**src/rtl/clk_stop_pkg.sv**
```systemverilog
package clk_stop_pkg;
  // Active-high stop requests after mode qualification.
  typedef struct packed {
    logic pci;
    logic cpu;
  } stop_req_t;

  localparam int unsigned CPU_SYNC_STAGES = 2;
endpackage

```
**src/rtl/clkstop_edge_sync.sv**
```systemverilog
// Shifts a request through STAGES registers, advancing only on rising
// edges of the sampled source clock.
module clkstop_edge_sync #(
  parameter int unsigned STAGES = 2
) (
  input  logic clk,
  input  logic rst,
  input  logic src_i,
  input  logic req_i,
  output logic req_o
);
  logic              src_q;
  logic [STAGES-1:0] sh_q;
  logic              rise;

  assign rise = src_i & ~src_q;

  always_ff @(posedge clk) begin
    if (rst) begin
      src_q <= 1'b0;
      sh_q  <= '0;
    end else begin
      src_q <= src_i;
      if (rise) sh_q <= {sh_q[STAGES-2:0], req_i};
    end
  end

  assign req_o = sh_q[STAGES-1];
endmodule

```
**src/rtl/clkstop_gate.sv**
```systemverilog
// Whole-pulse gate: the run flag is refreshed only while the source is
// low, so a high phase is either passed completely or not at all.
module clkstop_gate #(
  parameter bit INVERT = 1'b0
) (
  input  logic clk,
  input  logic rst,
  input  logic src_i,
  input  logic allow_i,
  output logic out_o
);
  logic run_q;
  logic pass;

  assign pass = src_i & run_q;

  always_ff @(posedge clk) begin
    if (rst) run_q <= 1'b0;
    else if (!src_i) run_q <= allow_i;
  end

  generate
    if (INVERT) begin : g_inv
      always_ff @(posedge clk) begin
        if (rst) out_o <= 1'b1;
        else     out_o <= ~pass;
      end
    end else begin : g_true
      always_ff @(posedge clk) begin
        if (rst) out_o <= 1'b0;
        else     out_o <= pass;
      end
    end
  endgenerate
endmodule

```
**src/rtl/clk_stop_ctrl.sv**
```systemverilog
module clk_stop_ctrl
  import clk_stop_pkg::*;
#(
  parameter int unsigned N_STOP = 6,
  parameter int unsigned N_FREE = 2
) (
  input  logic              clk,
  input  logic              rst,
  input  logic              mode_strap,
  input  logic              pci_src,
  input  logic              cpu_src,
  input  logic              pci_stop_n,
  input  logic              cpu_stop_n,
  input  logic [N_STOP-1:0] pci_en,
  input  logic [N_FREE-1:0] free_en,
  input  logic              cpu_en,
  output logic [N_STOP-1:0] pci_clk_o,
  output logic [N_FREE-1:0] pci_free_o,
  output logic              cpu_t_o,
  output logic              cpu_c_o
);
  logic      mode_q;
  stop_req_t req;
  logic      cpu_req_sync;
  logic      cpu_allow;

  // Strap capture happens only while reset is held.
  always_ff @(posedge clk) begin
    if (rst) mode_q <= mode_strap;
  end

  assign req.pci = mode_q & ~pci_stop_n;
  assign req.cpu = mode_q & ~cpu_stop_n;

  clkstop_edge_sync #(.STAGES(CPU_SYNC_STAGES)) cpu_sync_i (
    .clk   (clk),
    .rst   (rst),
    .src_i (cpu_src),
    .req_i (req.cpu),
    .req_o (cpu_req_sync)
  );

  assign cpu_allow = cpu_en & ~cpu_req_sync;

  for (genvar i = 0; i < N_STOP; i++) begin : g_stop
    clkstop_gate #(.INVERT(1'b0)) gate_i (
      .clk     (clk),
      .rst     (rst),
      .src_i   (pci_src),
      .allow_i (pci_en[i] & ~req.pci),
      .out_o   (pci_clk_o[i])
    );
  end

  for (genvar j = 0; j < N_FREE; j++) begin : g_free
    clkstop_gate #(.INVERT(1'b0)) gate_i (
      .clk     (clk),
      .rst     (rst),
      .src_i   (pci_src),
      .allow_i (free_en[j]),
      .out_o   (pci_free_o[j])
    );
  end

  clkstop_gate #(.INVERT(1'b0)) cpu_t_i (
    .clk     (clk),
    .rst     (rst),
    .src_i   (cpu_src),
    .allow_i (cpu_allow),
    .out_o   (cpu_t_o)
  );

  clkstop_gate #(.INVERT(1'b1)) cpu_c_i (
    .clk     (clk),
    .rst     (rst),
    .src_i   (cpu_src),
    .allow_i (cpu_allow),
    .out_o   (cpu_c_o)
  );
endmodule

```
**config.mk**
```make
export PLATFORM = sky130hd
export DESIGN_NAME = clk_stop_ctrl
export DESIGN_NICKNAME = d
export VERILOG_FILES = /design/src/rtl/clk_stop_pkg.sv /design/src/rtl/clkstop_edge_sync.sv /design/src/rtl/clkstop_gate.sv /design/src/rtl/clk_stop_ctrl.sv
export SDC_FILE = /design/constraint.sdc
export NUM_CORES = 1
export LEC_CHECK = 0
export BUFFER_PORTS_ARGS = -buffer_cell sky130_fd_sc_hd__buf_4
export CORE_MARGIN = 2
export CORE_UTILIZATION = 48
export DETAILED_ROUTE_END_ITERATION = 12
export PLACE_DENSITY = 0.75
export SLEW_MARGIN = 10
export SYNTH_ARGS = -nofsm -noshare
export SYNTH_HDL_FRONTEND = slang
export SYNTH_SLANG_ARGS = --single-unit
```
**constraint.sdc**
```tcl
create_clock -name clk -period 0.9 [get_ports clk]
set_input_delay 0.18 -clock clk [delete_from_list [all_inputs] [get_ports clk]]
set_output_delay 0.18 -clock clk [all_outputs]
set_load 0.05 [all_outputs]
```
==> results of run 1 <==
-- metrics by stage --
step	utilization, %	setup slack (ps)
2_1_floorplan	-	81.2
3_3_place_gp	57.8	62.3
3_5_place_dp	57.8	20.1
4_1_cts	62.6	-83.5
5_1_grt	64.1	-119
6_report	64.1	-71.2
-- worst max path at each step --
| stage | to | slack [ps] |
|---|---|---|
| final | pci_clk_o[4] | -70 |
| after global routing | pci_clk_o[4] | -120 |
| after CTS | pci_clk_o[4] | -80 |
| after detailed placement | cpu_sync_i.sh_q[0]$_SDFFE_PP0P_ | 20 |
| after global placement | cpu_sync_i.sh_q[0]$_SDFFE_PP0P_ | 60 |
| after floorplan | cpu_sync_i.sh_q[0]$_SDFFE_PP0P_ | 80 |
-- area by class of cell --
class	instances	area, µm²
clock buffer	3	22.5
fill	137	613
timing repair buffer	25	251
multi-input combinational	46	294
clock inverter	1	5.00
sequential	23	483
inverter	2	7.51
tap	25	31.3
-- flip-flops by register name, summed over array words and instances (netlist names), 2 cells and up --
name / flops
g_stop.gate_i.out_o: 6
cpu_sync_i.sh_q: 2
g_stop.gate_i.run_q: 6
g_free.gate_i.run_q: 2
g_free.gate_i.out_o: 2
-- logic make-up (layout without fill, tap and decap cells) --
family | count (synthesis) | after routing | synth area share [%]
and+or+nand+nor | 34 | 34 | 20.4
DFF | 23 | 23 | 54.7
AOI/OAI and AO/OA | 12 | 12 | 13.4
buffers and inverters | 14 | 31 | 11.6
-- cells in the mapped netlist --
| library cell | count |
|---|---|
| buf_2 | 2 |
| and4bb_1 | 1 |
| o22ai_2 | 6 |
| edfxtp_1 | 1 |
| inv_1 | 2 |
| a21o_4 | 1 |
| nand2b_2 | 1 |
| nor2_4 | 1 |
| nor2b_1 | 1 |
| a21oi_1 | 5 |
| buf_4 | 8 |
| dfxtp_1 | 22 |
| nand2b_1 | 8 |
| buf_6 | 2 |
| nand3b_1 | 1 |
| nor2_1 | 10 |
| nand2_1 | 11 |
-- layer usage --
| metal | share of wire [%] | global-route usage (%) |
|---|---|---|
| met5 | 0 | 0 |
| met4 | 1.1 | 6.86 |
| met3 | 5.2 | 3.53 |
| met2 | 48 | 18.9 |
| met1 | 46 | 17.0 |
-- power by group through the flow --
| stage | combinational (mW) | sequential, mW | clock (mW) |
|---|---|---|---|
| 3_5_place_dp | 0.207 | 1.10 | 0 |
| 6_report | 0.217 | 1.08 | 0.453 |
| 3_3_place_gp | 0.204 | 1.10 | 0 |
| 5_1_grt | 0.238 | 1.09 | 0.520 |
| 4_1_cts | 0.214 | 1.08 | 0.474 |
| 2_1_floorplan | 0.143 | 1.10 | 0 |
-- repair_timing --
item	in CTS	in global routing
endpoints found under the setup margin	10	11
pin swaps	0	0
resized for setup	21	7
==> impl_metrics.yaml, run 1 <==
finish:
  areaGrowthSynthToFinish_pct: 27.2
  finalNetCount: 117
  final_common_cell: "buf_4"
  layout.cells.non_filler: 125
  antennaDiodeCount: 0
  final_cell_mix: "buf_4, dfxtp_1, nand2_1"
  final_layout_size_suffix_gt1_share_pct: 49.0
  stdcell_area_um2: 1090
placement:
  io_buffers: 25
  gp_congestion: 0.634
  dp_hpwl_um: 781
  place_area_um2: 987
  place_inst: 121
power_and_ir_drop:
  swShare_pct: 23.5
  pwr-share-comb_pct: 12.4
  cellLeakagePower_nw: 0.454
  power_mw: 1.75
  p_sw_uw: 411
  ir_worst_vdd_mv: 1.04
  clock_power_share_pct: 25.8
  power_density_nw_per_um2: 1600
  power.internal_mw: 1.34
  power_frac_seq_pct: 61.8
floorplan:
  fp.coreArea_um2: 1710
  io_pins: 26
  die_area_um2: 2150
  die_y_um: 46.4
  die_x_um: 46.4
  start_util_pct: 50.4
  num_rows: 15
global_routing:
  grt_pass1_wl_um: 1940
  grt_max_degree: 29
  antenna_found_initial: 0
  grtUsageTotal_pct: 12.9
  grt_pass1_vias: 464
  overflow: 0
logic_synthesis:
  synth_cell_type_count: 17
  synth_top_cell_area_share_pct: 51.2
  ys_warn_count: 0
  synth_nets: 99
  syn_area_per_cell_um2: 10.4
  synthesis.area_um2: 861
  synth_area_leaders: "dfxtp_1, o22ai_2, buf_4"
  synth_area_leader_cell: "dfxtp_1"
  syn_inst: 83
  ys_ff_latch: 23
  ys_seq_area_share_pct: 54.7
worst_setup_path:
  slowest_delay_ps: 350
  path_depth: 1
  slowest_stage: "dfxtp_2"
  r2r-start: "mode_q$_DFFE_PP_"
  endpoint_kind: "output port"
  r2r_end: "cpu_sync_i.sh_q[0]$_SDFFE_PP0P_"
  r2r_cells: 3
  worst-path-buf-inv: 1
  cp_top_family: "flip-flops"
  crit_start: "g_stop[4].gate_i.out_o$_SDFF_PP0_"
  worstSetupStartpointType: "flip-flop"
  crit_fanout: 1
  cp.arrival_ps: 790
  r2r_slack_ps: 20
  crit_chain: "buf_8"
  cp.required_ps: 720
  path_class: "reg2out"
clock_tree:
  h-tree-depth: 1
  post_cts.repair.setup_buffers: 0
  cts_tree: "yes"
  clk_pin_slew_ps: 120
  clock_latency_ps: 300
  cts_sinks: 23
  cts_root_buf: "clkbuf_4"
  ctsLongestPathBuffers: 2
  holdBufCountCts: 0
  numCtsBuffers: 3
detailed_routing:
  viasPerCell: 4.39
  drt_iter0_drc: 10
  firstDrtPassIters: 3
  drc_errors: 0
  wl_per_cell_um: 9.04
  routed_wl_um: 1130
  ant_nets: 0
  dr_total_vias: 549
min_path:
  hold_path_depth: 1
  min_from: "mode_strap"
  hold_end: "mode_q$_DFFE_PP_"
  min_path_type: "in2reg"
sta:
  finalCritPeriodShare_pct: 108
  hold_viol: 0
  rsz0062_at_grt: "true"
  slew_headroom_pct: 80.2
  fin_skew_ps: 4.91
  fin_ws_ps: -71.2
  setup_viol: 10
  max_slew.worst_pin.slew_ps: 297
  max_freq_mhz: 1030
  holdWs_ps: 47.7
  finalMaxSlewViolations: 0
  period_minus_slack_ps: 971
  final.setup.tns_ps: -652
outcome:
  outcome: "finished, violations left"
  failed_checks: "setup timing"
flow_run:
  timing.max_cap.violations: 0
Note: power is estimated with default switching activity, not from simulation.
==> inputs of run 2 (changes only) <==
- PLACE_DENSITY: 0.75 -> default
- PLACE_DENSITY_LB_ADDON: default -> 0.3
==> run 2 against run 1 <==
The run still ends with setup timing left. Flip-flop and latch count did not move. Die area is the same. Clock-buffer cell count rose by 1. Fmax rose by 1.3%. Global-route usage is 0.29 points lower. Non-clock buffer count increased by 1. Worst hold slack better by 8.1 ps. Sequential share of layout area decreased by 0.40 points. Cell count increased by 0.80%.
==> impl_metrics.yaml, run 2 (synthesis gave the netlist of run 1 again) <==
outcome:
  outcome: "finished, violations left"
  failed_checks: "setup timing"
sta:
  holdWs_ps: 55.8
  fin_ws_ps: -58.7
  final.setup.tns_ps: -541
  hold_viol: 0
  fin_skew_ps: 0.851
  rsz0062_at_grt: "true"
  max_freq_mhz: 1040
  slew_headroom_pct: 83.0
  setup_viol: 10
  period_minus_slack_ps: 959
  finalMaxSlewViolations: 0
  max_slew.worst_pin.slew_ps: 255
  finalCritPeriodShare_pct: 107
clock_tree:
  cts_sinks: 23
  clk_pin_slew_ps: 110
  h-tree-depth: 1
  cts_root_buf: "clkbuf_4"
  ctsLongestPathBuffers: 2
  cts_tree: "yes"
  clock_latency_ps: 290
  numCtsBuffers: 3
worst_setup_path:
  slowest_stage: "dfxtp_2"
  endpoint_kind: "output port"
  slowest_delay_ps: 350
  cp.required_ps: 720
  worstSetupStartpointType: "flip-flop"
  path_class: "reg2out"
  crit_fanout: 1
  cp.arrival_ps: 780
  crit_chain: "buf_8"
  worst-path-buf-inv: 1
  cp_top_family: "flip-flops"
detailed_routing:
  routed_wl_um: 1120
  wl_per_cell_um: 8.87
  firstDrtPassIters: 3
  viasPerCell: 4.37
  drc_errors: 0
  dr_total_vias: 550
  ant_nets: 0
  drt_iter0_drc: 5
power_and_ir_drop:
  power_frac_seq_pct: 62.2
  power_mw: 1.74
  clock_power_share_pct: 25.2
  power_density_nw_per_um2: 1570
  swShare_pct: 22.3
  cellLeakagePower_nw: 0.458
  p_sw_uw: 388
  power.internal_mw: 1.35
  pwr-share-comb_pct: 12.6
  ir_worst_vdd_mv: 0.913
floorplan:
  start_util_pct: 50.4
  fp.coreArea_um2: 1710
  num_rows: 15
  die_area_um2: 2150
  die_y_um: 46.4
  io_pins: 26
  die_x_um: 46.4
global_routing:
  grtUsageMet3_pct: 3.53
  antenna_found_initial: 0
  grt_max_degree: 25
  overflow: 0
  busiest_layer: "met2"
  globalRouteMet1Util_pct: 16.5
  grt_pass1_wl_um: 1910
  met2_usage_pct: 19.2
  grt_pass1_vias: 484
  grtUsageTotal_pct: 12.6
finish:
  final_cell_mix: "buf_4, dfxtp_1, nand2_1"
  stdcell_area_um2: 1100
  final_common_cell: "buf_4"
  final_layout_size_suffix_gt1_share_pct: 47.5
  antennaDiodeCount: 0
  reg_top3: "g_stop.gate_i.out_o (6), g_stop.gate_i.run_q (6)"
  final_core_util_pct: 64.7
  areaGrowthSynthToFinish_pct: 28.3
  finalNetCount: 118
  fillCellCount: 146
placement:
  io_buffers: 25
  gp_congestion: 0.651
  place_area_um2: 995
flow_run:
  timing.max_cap.violations: 0
min_path:
  min_path_type: "in2reg"
-- run 2: cell types whose count changed in the layout (fill, tap and decap cells not counted) --
cell	before	now
a21oi_1	4	5
buf_4	15	16
buf_8	7	9
clkbuf_1	0	1
a21oi_2	1	0
buf_6	3	1
clkinv_2	1	0
-- run 2: power by group through the flow --
stage	clock, mW	sequential [mW]	combinational [mW]
after CTS	0.460	1.08	0.219
after global routing	0.506	1.09	0.240
after global placement	0	1.10	0.208
after floorplan	0	1.10	0.143
final	0.438	1.08	0.220
after detailed placement	0	1.10	0.211
-- run 2: layout make-up --
| type | count | area, µm² | area share (%) |
|---|---|---|---|
| clock buffers | 4 | 26.3 | 2.38 |
| inverters | 2 | 7.51 | 0.680 |
| multi-input cells | 46 | 290 | 26.3 |
| flip-flops and latches | 23 | 483 | 43.7 |
| well taps | 25 | 31.3 | 2.83 |
| repair buffers | 26 | 267 | 24.1 |
-- run 2: layer usage --
layer / share of wire [%] / routed length (µm)
met4: 1.1 / 12
met2: 48 / 539
met3: 6.3 / 70
met5: 0 / 0
met1: 44 / 495
-- run 2: path summary, 6_finish.rpt --
path,startpoint,end,slack (ps),depth (start not counted)
worst max register to register,mode_q$_DFFE_PP_,cpu_sync_i.sh_q[0]$_SDFFE_PP0P_,30,3
worst min register to register,g_free[0].gate_i.run_q$_SDFFE_PP0N_,g_free[0].gate_i.out_o$_SDFF_PP0_,440,2
worst max-delay path,g_stop[4].gate_i.out_o$_SDFF_PP0_,pci_clk_o[4],-60,1
worst min-delay path,mode_strap,mode_q$_DFFE_PP_,60,1
-- run 2: stage by stage --
| stage | setup WS, ps | cells |
|---|---|---|
| 2_1_floorplan | 81.2 | 83 |
| 3_3_place_gp | 63.9 | 122 |
| 3_5_place_dp | 31.9 | 122 |
| 4_1_cts | -70.3 | 126 |
| 5_1_grt | -108 | 126 |
| 6_report | -58.7 | 126 |
-- run 2: timing repair --
action	CTS	global route
hold buffers	0	0
setup endpoints to repair	10	11
buffers inserted	0	0
cloned	0	0
gates resized for setup	23	6
==> inputs of run 3 (changes only) <==
- CORE_MARGIN: 2 -> 5
- TNS_END_PERCENT: default -> 5
==> run 3 against run 2 <==
The flow still finishes with violations (setup timing). Setup slack worse by 9.5 ps. Power is 0.55% higher. Clock skew barely moved. Largest power group unchanged. Sequential share of layout area grew 0.55 points. Largest cell class unchanged. Sequential power about the same. Clock-buffer cell count down 1. Cell count did not move. Clock power up 2%. Via count increased by 4.5%.
==> impl_metrics.yaml, run 3 (synthesis gave the netlist of run 1 again) <==
outcome:
  outcome: "finished, violations left"
  failed_checks: "setup timing"
finish:
  areaGrowthSynthToFinish_pct: 26.7
  antennaDiodeCount: 0
  final_common_cell: "buf_4"
  final_layout_size_suffix_gt1_share_pct: 49.5
  reg_top3: "g_stop.gate_i.out_o (6), g_stop.gate_i.run_q (6)"
  layout.cells.non_filler: 126
  final_cell_mix: "buf_4, dfxtp_1, nand2_1"
  finalNetCount: 118
  final_core_util_pct: 63.9
floorplan:
  num_rows: 15
  die_area_um2: 2740
  die_x_um: 52.4
  io_pins: 26
  die_y_um: 52.4
  fp.coreArea_um2: 1710
  start_util_pct: 50.4
detailed_routing:
  ant_nets: 0
  wl_per_cell_um: 10.1
  drt_iter0_drc: 2
  drc_errors: 0
  dr_total_vias: 575
  viasPerCell: 4.56
  firstDrtPassIters: 2
  routed_wl_um: 1280
worst_setup_path:
  cp.arrival_ps: 790
  crit_fanout: 1
  crit_chain: "buf_6"
  slowest_delay_ps: 340
  slowest_stage: "dfxtp_2"
  cp_top_family: "flip-flops"
  worst-path-buf-inv: 1
  path_class: "reg2out"
  endpoint_kind: "output port"
  worstSetupStartpointType: "flip-flop"
  cp.required_ps: 720
power_and_ir_drop:
  power.internal_mw: 1.34
  p_sw_uw: 407
  power_frac_seq_pct: 61.8
  swShare_pct: 23.3
  cellLeakagePower_nw: 0.456
  clock_power_share_pct: 25.6
  power_density_nw_per_um2: 1600
  ir_worst_vdd_mv: 0.941
  power_mw: 1.75
  pwr-share-comb_pct: 12.6
sta:
  finalCritPeriodShare_pct: 108
  max_slew.worst_pin.slew_ps: 278
  slew_headroom_pct: 81.5
  setup_viol: 10
  finalMaxSlewViolations: 0
  hold_viol: 0
  fin_skew_ps: 0.608
  max_freq_mhz: 1030
  rsz0062_at_grt: "true"
  fin_ws_ps: -68.2
  period_minus_slack_ps: 968
clock_tree:
  ctsLongestPathBuffers: 2
  post_cts.repair.setup_buffers: 0
  clk_pin_slew_ps: 120
  h-tree-depth: 1
  cts_root_buf: "clkbuf_4"
  cts_tree: "yes"
  numCtsBuffers: 3
  holdBufCountCts: 0
  cts_sinks: 23
  clock_latency_ps: 300
placement:
  place_inst: 122
  place_ws_ps: 20.6
  dp_hpwl_um: 901
  gp_congestion: 0.622
  io_buffers: 25
min_path:
  min_path_type: "in2reg"
global_routing:
  grtUsageTotal_pct: 10.4
  overflow: 0
  grt_pass1_vias: 522
  antenna_found_initial: 0
  grt_pass1_wl_um: 2070
  grt_max_degree: 28
flow_run:
  timing.max_cap.violations: 0
run 3: changes by cell type in the layout (fill, tap and decap cells not counted), sizes merged:
cell    delta
clkbuf     -1
clkinv     +1
run 3: worst paths after layout:
path	start	to	slack, ps	cells past startpoint
hold / removal	mode_strap	mode_q$_DFFE_PP_	50	1
setup reg to reg	mode_q$_DFFE_PP_	cpu_sync_i.sh_q[0]$_SDFFE_PP0P_	20	3
hold reg to reg	g_free[0].gate_i.run_q$_SDFFE_PP0N_	g_free[0].gate_i.out_o$_SDFF_PP0_	450	2
setup / recovery	g_stop[5].gate_i.out_o$_SDFF_PP0_	pci_clk_o[5]	-70	1
run 3: stage by stage:
stage	TNS, ps	hold WS [ps]	cell area, µm²
6_report	-644	48.0	1090
5_1_grt	-1200	14.1	1090
4_1_cts	-798	36.4	1080
3_5_place_dp	0	361	995
3_3_place_gp	0	359	995
2_1_floorplan	0	279	861
run 3: final cells by class:
class / count / area, µm²
fillers: 152 / 617
flip-flops and latches: 23 / 483
multi-input cells: 46 / 294
repair buffers: 26 / 248
well taps: 25 / 31.3
clock buffers: 3 / 22.5
inverters: 2 / 7.51
clock inverters: 1 / 5.00
run 3: repair_timing:
| action | CTS | global route |
|---|---|---|
| setup endpoints to repair | 10 | 11 |
| endpoints found under the hold margin | 0 | 0 |
| gates resized for setup | 22 | 3 |
run 3: routing by layer:
metal	track usage (%)	share of wire, %	vias to the layer above
met2	18.0	51	16
met4	6.38	1.7	0
met3	2.56	7.1	4
met1	11.2	40	260
met5	0	0	-
li1	-	-	295
run 3: power groups by stage:
stage	clock (mW)	combinational [mW]	sequential (mW)
after global routing	0.532	0.238	1.09
after detailed placement	0	0.212	1.10
after global placement	0	0.209	1.10
after CTS	0.473	0.220	1.08
final	0.447	0.221	1.08
after floorplan	0	0.143	1.10
